### src/rtl/cfgcrc_pkg.sv
package cfgcrc_pkg;
  localparam int WORD_W         = 16;
  localparam int BYTE_W         = 8;
  localparam int BYTES_PER_WORD = WORD_W / BYTE_W;

  localparam logic [7:0] CRC_POLY_REV = 8'hAB;
  localparam logic [7:0] CRC_SEED     = 8'hFF;
  localparam logic [7:0] CRC_XOR_OUT  = 8'hFF;

  typedef logic [7:0] crc_lut_t [256];

  typedef enum logic [1:0] {
    PH_IDLE  = 2'd0,
    PH_SMALL = 2'd1,
    PH_LARGE = 2'd2
  } phase_t;

  // One byte through the reflected generator, bit-serial form.
  function automatic logic [7:0] crc8_step(input logic [7:0] c, input logic [7:0] b);
    logic [7:0] x;
    x = c ^ b;
    for (int i = 0; i < 8; i++) begin
      x = x[0] ? ((x >> 1) ^ CRC_POLY_REV) : (x >> 1);
    end
    return x;
  endfunction

  // Full 256-entry lookup, computed at elaboration.
  function automatic crc_lut_t crc8_lut();
    crc_lut_t t;
    for (int i = 0; i < 256; i++) begin
      t[i] = crc8_step(8'h00, 8'(i));
    end
    return t;
  endfunction
endpackage

### src/rtl/cfgcrc_byte_step.sv
module cfgcrc_byte_step
  import cfgcrc_pkg::*;
#(
  parameter bit USE_LUT = 1'b1
) (
  input  logic [7:0] crc_in,
  input  logic [7:0] data_in,
  output logic [7:0] crc_out
);
  generate
    if (USE_LUT) begin : g_lut
      localparam crc_lut_t LUT = crc8_lut();
      assign crc_out = LUT[crc_in ^ data_in];
    end else begin : g_bits
      assign crc_out = crc8_step(crc_in, data_in);
    end
  endgenerate
endmodule

### src/rtl/cfgcrc_fetch.sv
module cfgcrc_fetch #(
  parameter int SMALL_WORDS = 64,
  parameter int LARGE_WORDS = 220,
  parameter int RD_LAT      = 2,
  parameter int AW          = $clog2(LARGE_WORDS)
) (
  input  logic          clk,
  input  logic          rst,
  input  logic          kick,
  input  logic          kick_large,
  output logic          rd_en,
  output logic [AW-1:0] rd_addr,
  output logic          data_vld
);
  localparam int CW = $clog2(LARGE_WORDS + 1);

  logic [CW-1:0] cnt_q;
  logic [CW-1:0] last_q;

  always_ff @(posedge clk) begin
    if (rst) begin
      rd_en  <= 1'b0;
      cnt_q  <= '0;
      last_q <= '0;
    end else if (kick) begin
      rd_en  <= 1'b1;
      cnt_q  <= '0;
      last_q <= kick_large ? CW'(LARGE_WORDS - 1) : CW'(SMALL_WORDS - 1);
    end else if (rd_en) begin
      if (cnt_q == last_q) rd_en <= 1'b0;
      cnt_q <= cnt_q + 1'b1;
    end
  end

  assign rd_addr = cnt_q[AW-1:0];

  // Request-valid pipeline matched to the memory latency.
  generate
    if (RD_LAT == 1) begin : g_lat1
      logic vld_q;
      always_ff @(posedge clk) begin
        if (rst) vld_q <= 1'b0;
        else     vld_q <= rd_en;
      end
      assign data_vld = vld_q;
    end else begin : g_latn
      logic [RD_LAT-1:0] vld_q;
      always_ff @(posedge clk) begin
        if (rst) vld_q <= '0;
        else     vld_q <= {vld_q[RD_LAT-2:0], rd_en};
      end
      assign data_vld = vld_q[RD_LAT-1];
    end
  endgenerate
endmodule

### src/rtl/cfgcrc_ctrl.sv
module cfgcrc_ctrl
  import cfgcrc_pkg::*;
#(
  parameter int SMALL_WORDS = 64,
  parameter int LARGE_WORDS = 220
) (
  input  logic       clk,
  input  logic       rst,
  input  logic       start,
  input  logic       data_vld,
  input  logic [7:0] word_lo,
  input  logic [7:0] word_hi,
  input  logic [7:0] crc_after_lo,
  input  logic [7:0] crc_after_word,
  output logic [7:0] crc_q,
  output logic       kick,
  output logic       kick_large,
  output logic       busy,
  output logic       done,
  output logic       pass,
  output logic       fail,
  output logic       size_sel,
  output logic [7:0] revision
);
  localparam int CW = $clog2(LARGE_WORDS + 1);

  phase_t        ph_q;
  logic [CW-1:0] rx_q;
  logic [CW-1:0] last_idx;
  logic          sum_ok;

  assign last_idx = (ph_q == PH_LARGE) ? CW'(LARGE_WORDS - 1) : CW'(SMALL_WORDS - 1);
  assign sum_ok   = ((crc_after_lo ^ CRC_XOR_OUT) == word_hi);
  assign busy     = (ph_q != PH_IDLE);

  always_ff @(posedge clk) begin
    kick <= 1'b0;
    done <= 1'b0;
    if (rst) begin
      ph_q       <= PH_IDLE;
      crc_q      <= CRC_SEED;
      rx_q       <= '0;
      kick_large <= 1'b0;
      pass       <= 1'b0;
      fail       <= 1'b0;
      size_sel   <= 1'b0;
      revision   <= 8'h00;
    end else begin
      case (ph_q)
        PH_IDLE: begin
          if (start) begin
            ph_q       <= PH_SMALL;
            crc_q      <= CRC_SEED;
            rx_q       <= '0;
            kick       <= 1'b1;
            kick_large <= 1'b0;
            pass       <= 1'b0;
            fail       <= 1'b0;
            size_sel   <= 1'b0;
            revision   <= 8'h00;
          end
        end
        default: begin
          if (data_vld) begin
            if (rx_q != last_idx) begin
              crc_q <= crc_after_word;
              rx_q  <= rx_q + 1'b1;
            end else if (sum_ok) begin
              pass     <= 1'b1;
              size_sel <= (ph_q == PH_LARGE);
              revision <= word_lo;
              done     <= 1'b1;
              ph_q     <= PH_IDLE;
            end else if (ph_q == PH_SMALL) begin
              ph_q       <= PH_LARGE;
              crc_q      <= CRC_SEED;
              rx_q       <= '0;
              kick       <= 1'b1;
              kick_large <= 1'b1;
            end else begin
              fail     <= 1'b1;
              size_sel <= 1'b1;
              revision <= word_lo;
              done     <= 1'b1;
              ph_q     <= PH_IDLE;
            end
          end
        end
      endcase
    end
  end
endmodule

### src/rtl/cfg_image_crc_check.sv
module cfg_image_crc_check
  import cfgcrc_pkg::*;
#(
  parameter int SMALL_WORDS = 64,
  parameter int LARGE_WORDS = 220,
  parameter int RD_LAT      = 2,
  parameter bit USE_LUT     = 1'b1
) (
  input  logic                           clk,
  input  logic                           rst,
  input  logic                           start,
  output logic                           rd_en,
  output logic [$clog2(LARGE_WORDS)-1:0] rd_addr,
  input  logic [WORD_W-1:0]              rd_data,
  output logic                           busy,
  output logic                           done,
  output logic                           pass,
  output logic                           fail,
  output logic                           size_sel,
  output logic [7:0]                     revision
);
  localparam int AW = $clog2(LARGE_WORDS);

  logic       data_vld;
  logic       kick;
  logic       kick_large;
  logic [7:0] crc_q;
  logic [BYTES_PER_WORD:0][7:0] chain;

  cfgcrc_fetch #(
    .SMALL_WORDS(SMALL_WORDS),
    .LARGE_WORDS(LARGE_WORDS),
    .RD_LAT     (RD_LAT),
    .AW         (AW)
  ) u_fetch (
    .clk       (clk),
    .rst       (rst),
    .kick      (kick),
    .kick_large(kick_large),
    .rd_en     (rd_en),
    .rd_addr   (rd_addr),
    .data_vld  (data_vld)
  );

  // Low byte first, then each higher byte, chained combinationally.
  assign chain[0] = crc_q;
  generate
    for (genvar b = 0; b < BYTES_PER_WORD; b++) begin : g_byte
      cfgcrc_byte_step #(.USE_LUT(USE_LUT)) u_step (
        .crc_in (chain[b]),
        .data_in(rd_data[b*BYTE_W +: BYTE_W]),
        .crc_out(chain[b+1])
      );
    end
  endgenerate

  cfgcrc_ctrl #(
    .SMALL_WORDS(SMALL_WORDS),
    .LARGE_WORDS(LARGE_WORDS)
  ) u_ctrl (
    .clk           (clk),
    .rst           (rst),
    .start         (start),
    .data_vld      (data_vld),
    .word_lo       (rd_data[7:0]),
    .word_hi       (rd_data[WORD_W-1 -: BYTE_W]),
    .crc_after_lo  (chain[1]),
    .crc_after_word(chain[BYTES_PER_WORD]),
    .crc_q         (crc_q),
    .kick          (kick),
    .kick_large    (kick_large),
    .busy          (busy),
    .done          (done),
    .pass          (pass),
    .fail          (fail),
    .size_sel      (size_sel),
    .revision      (revision)
  );
endmodule

### config.mk
export PLATFORM = sky130hd
export DESIGN_NAME = cfg_image_crc_check
export DESIGN_NICKNAME = d
export VERILOG_FILES = /design/src/rtl/cfgcrc_pkg.sv /design/src/rtl/cfgcrc_byte_step.sv /design/src/rtl/cfgcrc_fetch.sv /design/src/rtl/cfgcrc_ctrl.sv /design/src/rtl/cfg_image_crc_check.sv
export SDC_FILE = /design/constraint.sdc
export NUM_CORES = 1
export LEC_CHECK = 0
export BUFFER_PORTS_ARGS = -buffer_cell sky130_fd_sc_hd__buf_2
export CAP_MARGIN = 20
export CORE_ASPECT_RATIO = 1.4
export CORE_UTILIZATION = 55
export DETAILED_ROUTE_END_ITERATION = 8
export GPL_ROUTABILITY_DRIVEN = 0
export HOLD_SLACK_MARGIN = 0.06
export PLACE_DENSITY = 0.86
export SYNTH_ARGS = -nofsm -noshare
export SYNTH_HDL_FRONTEND = slang
export SYNTH_HIERARCHICAL = 1
export SYNTH_SLANG_ARGS = --single-unit
### constraint.sdc
create_clock -name clk -period 4.8 [get_ports clk]
set_input_delay 0.24 -clock clk [delete_from_list [all_inputs] [get_ports clk]]
set_output_delay 0.24 -clock clk [all_outputs]
set_load 0.02 [all_outputs]
Word-level counts from Yosys, hierarchy flattened
Memory sizes are Yosys's and may differ from the RTL's.
Index checks and enable logic that the tools add are counted.
{"block": "totals", "reg_bits": 51, "latch_bits": 0, "ramBits": 0, "rom_bits": 4096, "inputBits": 19, "out_inout_bits": 22, "mem_count": 2}
{"name": "(name not given)", "depth": 256, "width": 8, "rd": 1, "rd_ports_with_merged_regs": 0, "write_ports": 0, "line_no": "cfgcrc_byte_step.sv:13", "source": "assign crc_out = LUT[crc_in ^ data_in];"}
{"name": "(name not given)", "depth": 256, "width": 8, "rd": 1, "rd_ports_with_merged_regs": 0, "write_ports": 0, "line_no": "cfgcrc_byte_step.sv:13"}
{"block": "op_classes", "add_sub_neg": 2, "multipliers": 0, "div": 0, "n_lt_le_gt_ge": 2, "eq_ne": 11, "shifts": 0, "muxes": 59, "n_bitwise": 6, "n_reduce_logical": 14}
{"operator": "8-bit two-way mux", "count": 23}
{"operator": "1-bit two-way mux", "count": 30}
{"operator": "9-bit >= comparator (second input constant)", "count": 2}
{"operator": "8-bit NOT with 9-bit output", "count": 2}
{"operator": "8-bit by 1-bit adder with 8-bit output (second input constant)", "count": 2}
{"operator": "8-bit == test", "count": 2}
{"operator": "8-bit XOR", "count": 2}
{"operator": "2-bit two-way mux", "count": 6}
{"operator": "4-bit AND reduction", "count": 3}
{"operator": "5-bit AND reduction", "count": 2}
{"operator": "2-bit != test (second input constant)", "count": 4}
{"operator": "8-bit != test", "count": 1}
{"operator": "8-bit NOT", "count": 1}
{"operator": "2-bit nonzero test", "count": 4}
{"operator": "4-bit OR reduction", "count": 1}
{"operator": "3-bit by 2-bit != test with 1-bit output (second input constant)", "count": 1}
{"operator": "3-bit != test (second input constant)", "count": 1}
{"operator": "3-bit AND reduction", "count": 1}
{"operator": "3-bit nonzero test", "count": 1}
{"operator": "2-bit by 1-bit == test with 1-bit output (second input constant)", "count": 1}
{"operator": "2-bit == test (second input constant)", "count": 1}
{"operator": "2-bit zero test", "count": 1}
{"operator": "2-bit OR reduction", "count": 1}
{"operator": "1-bit NOT", "count": 1}

Logic depth before layout (Yosys ltp)
{"block": "depth", "ltp_word": 13, "depth_mapped": 9, "ltp_nobuf": 9}

Hierarchy
The synthesis kept the hierarchy.
{"module": "cfgcrc_ctrl", "instances": 1, "cells_per_inst": 177, "area_per_inst_um2": 1595.3, "seq_area_each_um2": 640.6}
{"module": "cfgcrc_fetch", "instances": 1, "cells_per_inst": 62, "area_per_inst_um2": 560.5, "seq_area_each_um2": 280.3}
{"module": "cfgcrc_byte_step at g_byte[0].u_step", "instances": 1, "cells_per_inst": 22, "area_per_inst_um2": 292.8, "seq_area_each_um2": 0.0}
{"module": "cfgcrc_byte_step at g_byte[1].u_step", "instances": 1, "cells_per_inst": 22, "area_per_inst_um2": 277.8, "seq_area_each_um2": 0.0}

Worst setup path after synthesis
Ideal clock, no wire load.
{"block": "synth_path", "path_kind": "register to register", "startpoint": "reg u_ctrl.crc_q[5]", "endpoint": "reg u_ctrl.crc_q[1]", "setup_time_ns": 0.121, "t_arrival_ns": 2.566, "t_required_ns": 4.679, "slack_ns": 2.113, "stages_incl_launch_ff": 9, "n_path_buf": 0, "synth_period_minus_slack_ns": 2.687, "path_cell_list": "dfxtp_1 > xor2_1 > xnor2_1 > xnor3_1 > xor2_2 > xnor3_2 > xnor3_1 > nor2_1 > mux2i_1"}
{"item": "start: declaration", "line_no": "cfgcrc_ctrl.sv:15", "source": "output logic [7:0] crc_q,"}
{"item": "start signal: assignment", "line_no": "cfgcrc_ctrl.sv:66", "source": "crc_q <= crc_after_word;"}

==> metrics.txt <==
xor and xnor area share after synthesis=0.251; Post-Synth Simple-Gate Area=0.213; ratio of cells with drive above 1 in the final layout=0.218; outcome=completed; Initial Util=0.587; H-tree depth=2; Max-cap violations=0; most numerous cell in the Yosys netlist=dfxtp_1; Synth Net Count=304; fin nets=345; Startpoint Class=register; Critical Path AT=around 3.1 ns; Sink Count=between 40 and 50; overall routed net length=~5.4 mm; top-area cell type share of the netlist area=0.338; drt pass-1 iters=5; largest net degree at the start of global routing=28; # resized after CTS=0; met2 WL=between 2 and 3 mm; Post-synth top flop=dfxtp_1; CTS tree=done; Yosys reg bits=46; register area share after synthesis=0.338; Final ANT Viol Nets=0; Vias/cell=5.55; most frequent cells after synthesis=dfxtp_1, nor2_1, nand2_1; DRC viols=0; Cell Area, Synth=about 2700 um^2; synth unique cells=between 50 and 60; global route total overflow=0; CTS buffer count=5; first-pass GRT wire length=8.64 mm; Clock Pin Slew Worst Setup and Hold Paths=approximately 0.09 ns; Slew Viols, Final=0; die area=approximately 5200 um^2; setup TNS=0 ns; largest family of logic cells by synthesized area=XOR/XNOR gates; placed wire-length estimate=4.20 mm; Tightest Hold Check Type=in -> reg; core footprint=~4600 um^2; root buf cell=clkbuf_8; Cell Rows=29; complex-gate fraction of the synthesized area=0.0904; FILL cells=approximately 360; Max clock buf depth=2; crit path time final=just under 3 ns; area leader, netlist=dfxtp_1; synth warn=6; vias post-DR=about 2.1k; drt wl/cell=around 14 um; routed metal-1 wire length=2.27 mm; # setup viols final=0; Final Hold Fails=0; vias in the first global route=slightly above 2k; Post-Syn Area per Cell=~9.6 um^2; Die X=a little over 60 um; Worst Path Required=about 5 ns; CP Capture Type=register; achievable frequency=between 300 and 400 MHz; # IOs=a little over 40; Die Height=85.3 um; RSZ-0062 raised after global routing=no; gate count after technology mapping=between 200 and 300; Clock Skew=about 0.0076 ns; Final Cycle Share=0.614; # hold bufs at CTS=0; largest cells by area after synthesis=dfxtp_1, xnor2_1, mux2i_1, xnor3_1, xor2_1; met3 wire len=roughly 170 um; Post-Synth Adder-Cell Area=0.00918; asr flop ratio synth=0; post-synthesis mux area share=0.0734; Post-synth EDFFs=0; max layer used=met4; Setup Fix Bufs, Post-CTS=0; clk_lat worst skew=0.30 ns; Port Buffers=40; Slew @ Worst Pin=around 0.66 ns; # diodes=0; GRT Total Usage=0.215; initial antenna violation count=0; crit-path max FO=3; critical path class=reg -> reg; relative slew slack=0.557; area grow syn2layout=13.0%; initial drt markers=between 90 and 100
==> critical path: stages, from the launching register on <==
cell and delay, ns:
dfxtp_1 0.37, xor2_1 0.34, xnor2_1 0.28, xnor3_1 0.54, xor2_2 0.25, xnor3_2 0.52
xnor3_1 0.34, nor2_1 0.10, mux2i_1 0.10
==> final timing paths <==
| check | start | to | slack [ns] | cells after the start |
|---|---|---|---|---|
| hold / removal | rd_data[2] | u_ctrl/revision[2] | 0.21 | 3 |
| hold reg to reg | u_fetch/g_latn.vld_q[0] | u_fetch/g_latn.vld_q[1] | 0.45 | 1 |
| setup / recovery | u_ctrl/crc_q[5] | u_ctrl/crc_q[1] | 1.85 | 8 |
| setup reg to reg | u_ctrl/crc_q[5] | u_ctrl/crc_q[1] | 1.85 | 8 |
==> through the flow <==
stage / util / worst slack [ns] / instance area [um^2] / hold slack [ns] / instances
4_1_cts: 0.664 / 1.83 / 3080 / 0.204 / 387
2_1_floorplan: - / 2.11 / 2730 / 0.312 / 283
5_1_grt: 0.664 / 1.69 / 3080 / 0.207 / 387
3_3_place_gp: 0.639 / 2.00 / 2970 / 0.419 / 379
6_report: 0.664 / 1.85 / 3080 / 0.208 / 387
3_5_place_dp: 0.639 / 1.85 / 2970 / 0.434 / 379
==> layout by cell type (no fill, tap or decap), types with 5 or more instances in the layout <==
cell       n
clkbuf_8   5
inv_1      9
xnor2_1   23
nor2_1    34
xor2_1    18
dfxtp_1   46
nand2_1   31
mux2i_1   20
nand3_1    7
xnor3_1    8
nand4_1    7
a21oi_1    9
buf_2     40
==> logic make-up (layout without fill, tap and decap cells) <==
| kind of cell | count (synthesis) | count (layout) |
|---|---|---|
| XOR/XNOR | 57 | 57 |
| AND/OR/NAND/NOR | 111 | 111 |
| adder cells (fa/ha/maj) | 2 | 2 |
| flip-flops | 46 | 46 |
| multiplexers | 20 | 20 |
| AO/OA/AOI/OAI | 32 | 32 |
| buffers and inverters | 15 | 57 |
==> cell type report <==
class / instances / area (um^2) / share of cell area
inverter: 9 / 33.8 / 0.0110
clock inverter: 3 / 43.8 / 0.0142
clock buffer: 5 / 68.8 / 0.0223
sequential: 46 / 921 / 0.299
multi-input combinational: 222 / 1740 / 0.564
tap: 62 / 77.6 / 0.0252
timing repair buffer: 40 / 200 / 0.0650
==> flip-flops by register name, indices dropped and copies added, names as in the netlist <==
signal and count:
u_ctrl/crc_q 8, u_ctrl/revision 8, u_ctrl/rx_q 8, u_fetch/rd_addr 8
u_fetch/last_q 3, u_ctrl/ph_q 2, u_fetch/g_latn.vld_q 2, u_ctrl/done 1
u_ctrl/fail 1, u_ctrl/kick 1, u_ctrl/kick_large 1, u_ctrl/pass 1
u_ctrl/size_sel 1, u_fetch/rd_en 1
==> routing by layer <==
layer  vias up  track usage
met5         -            0
met4         0       0.0990
met3        16       0.0381
met2        54        0.392
met1      1021        0.227
li1       1056            -
Power is not shown: default switching activity piles up to over one toggle a cycle in this logic, so the estimate is an artifact.
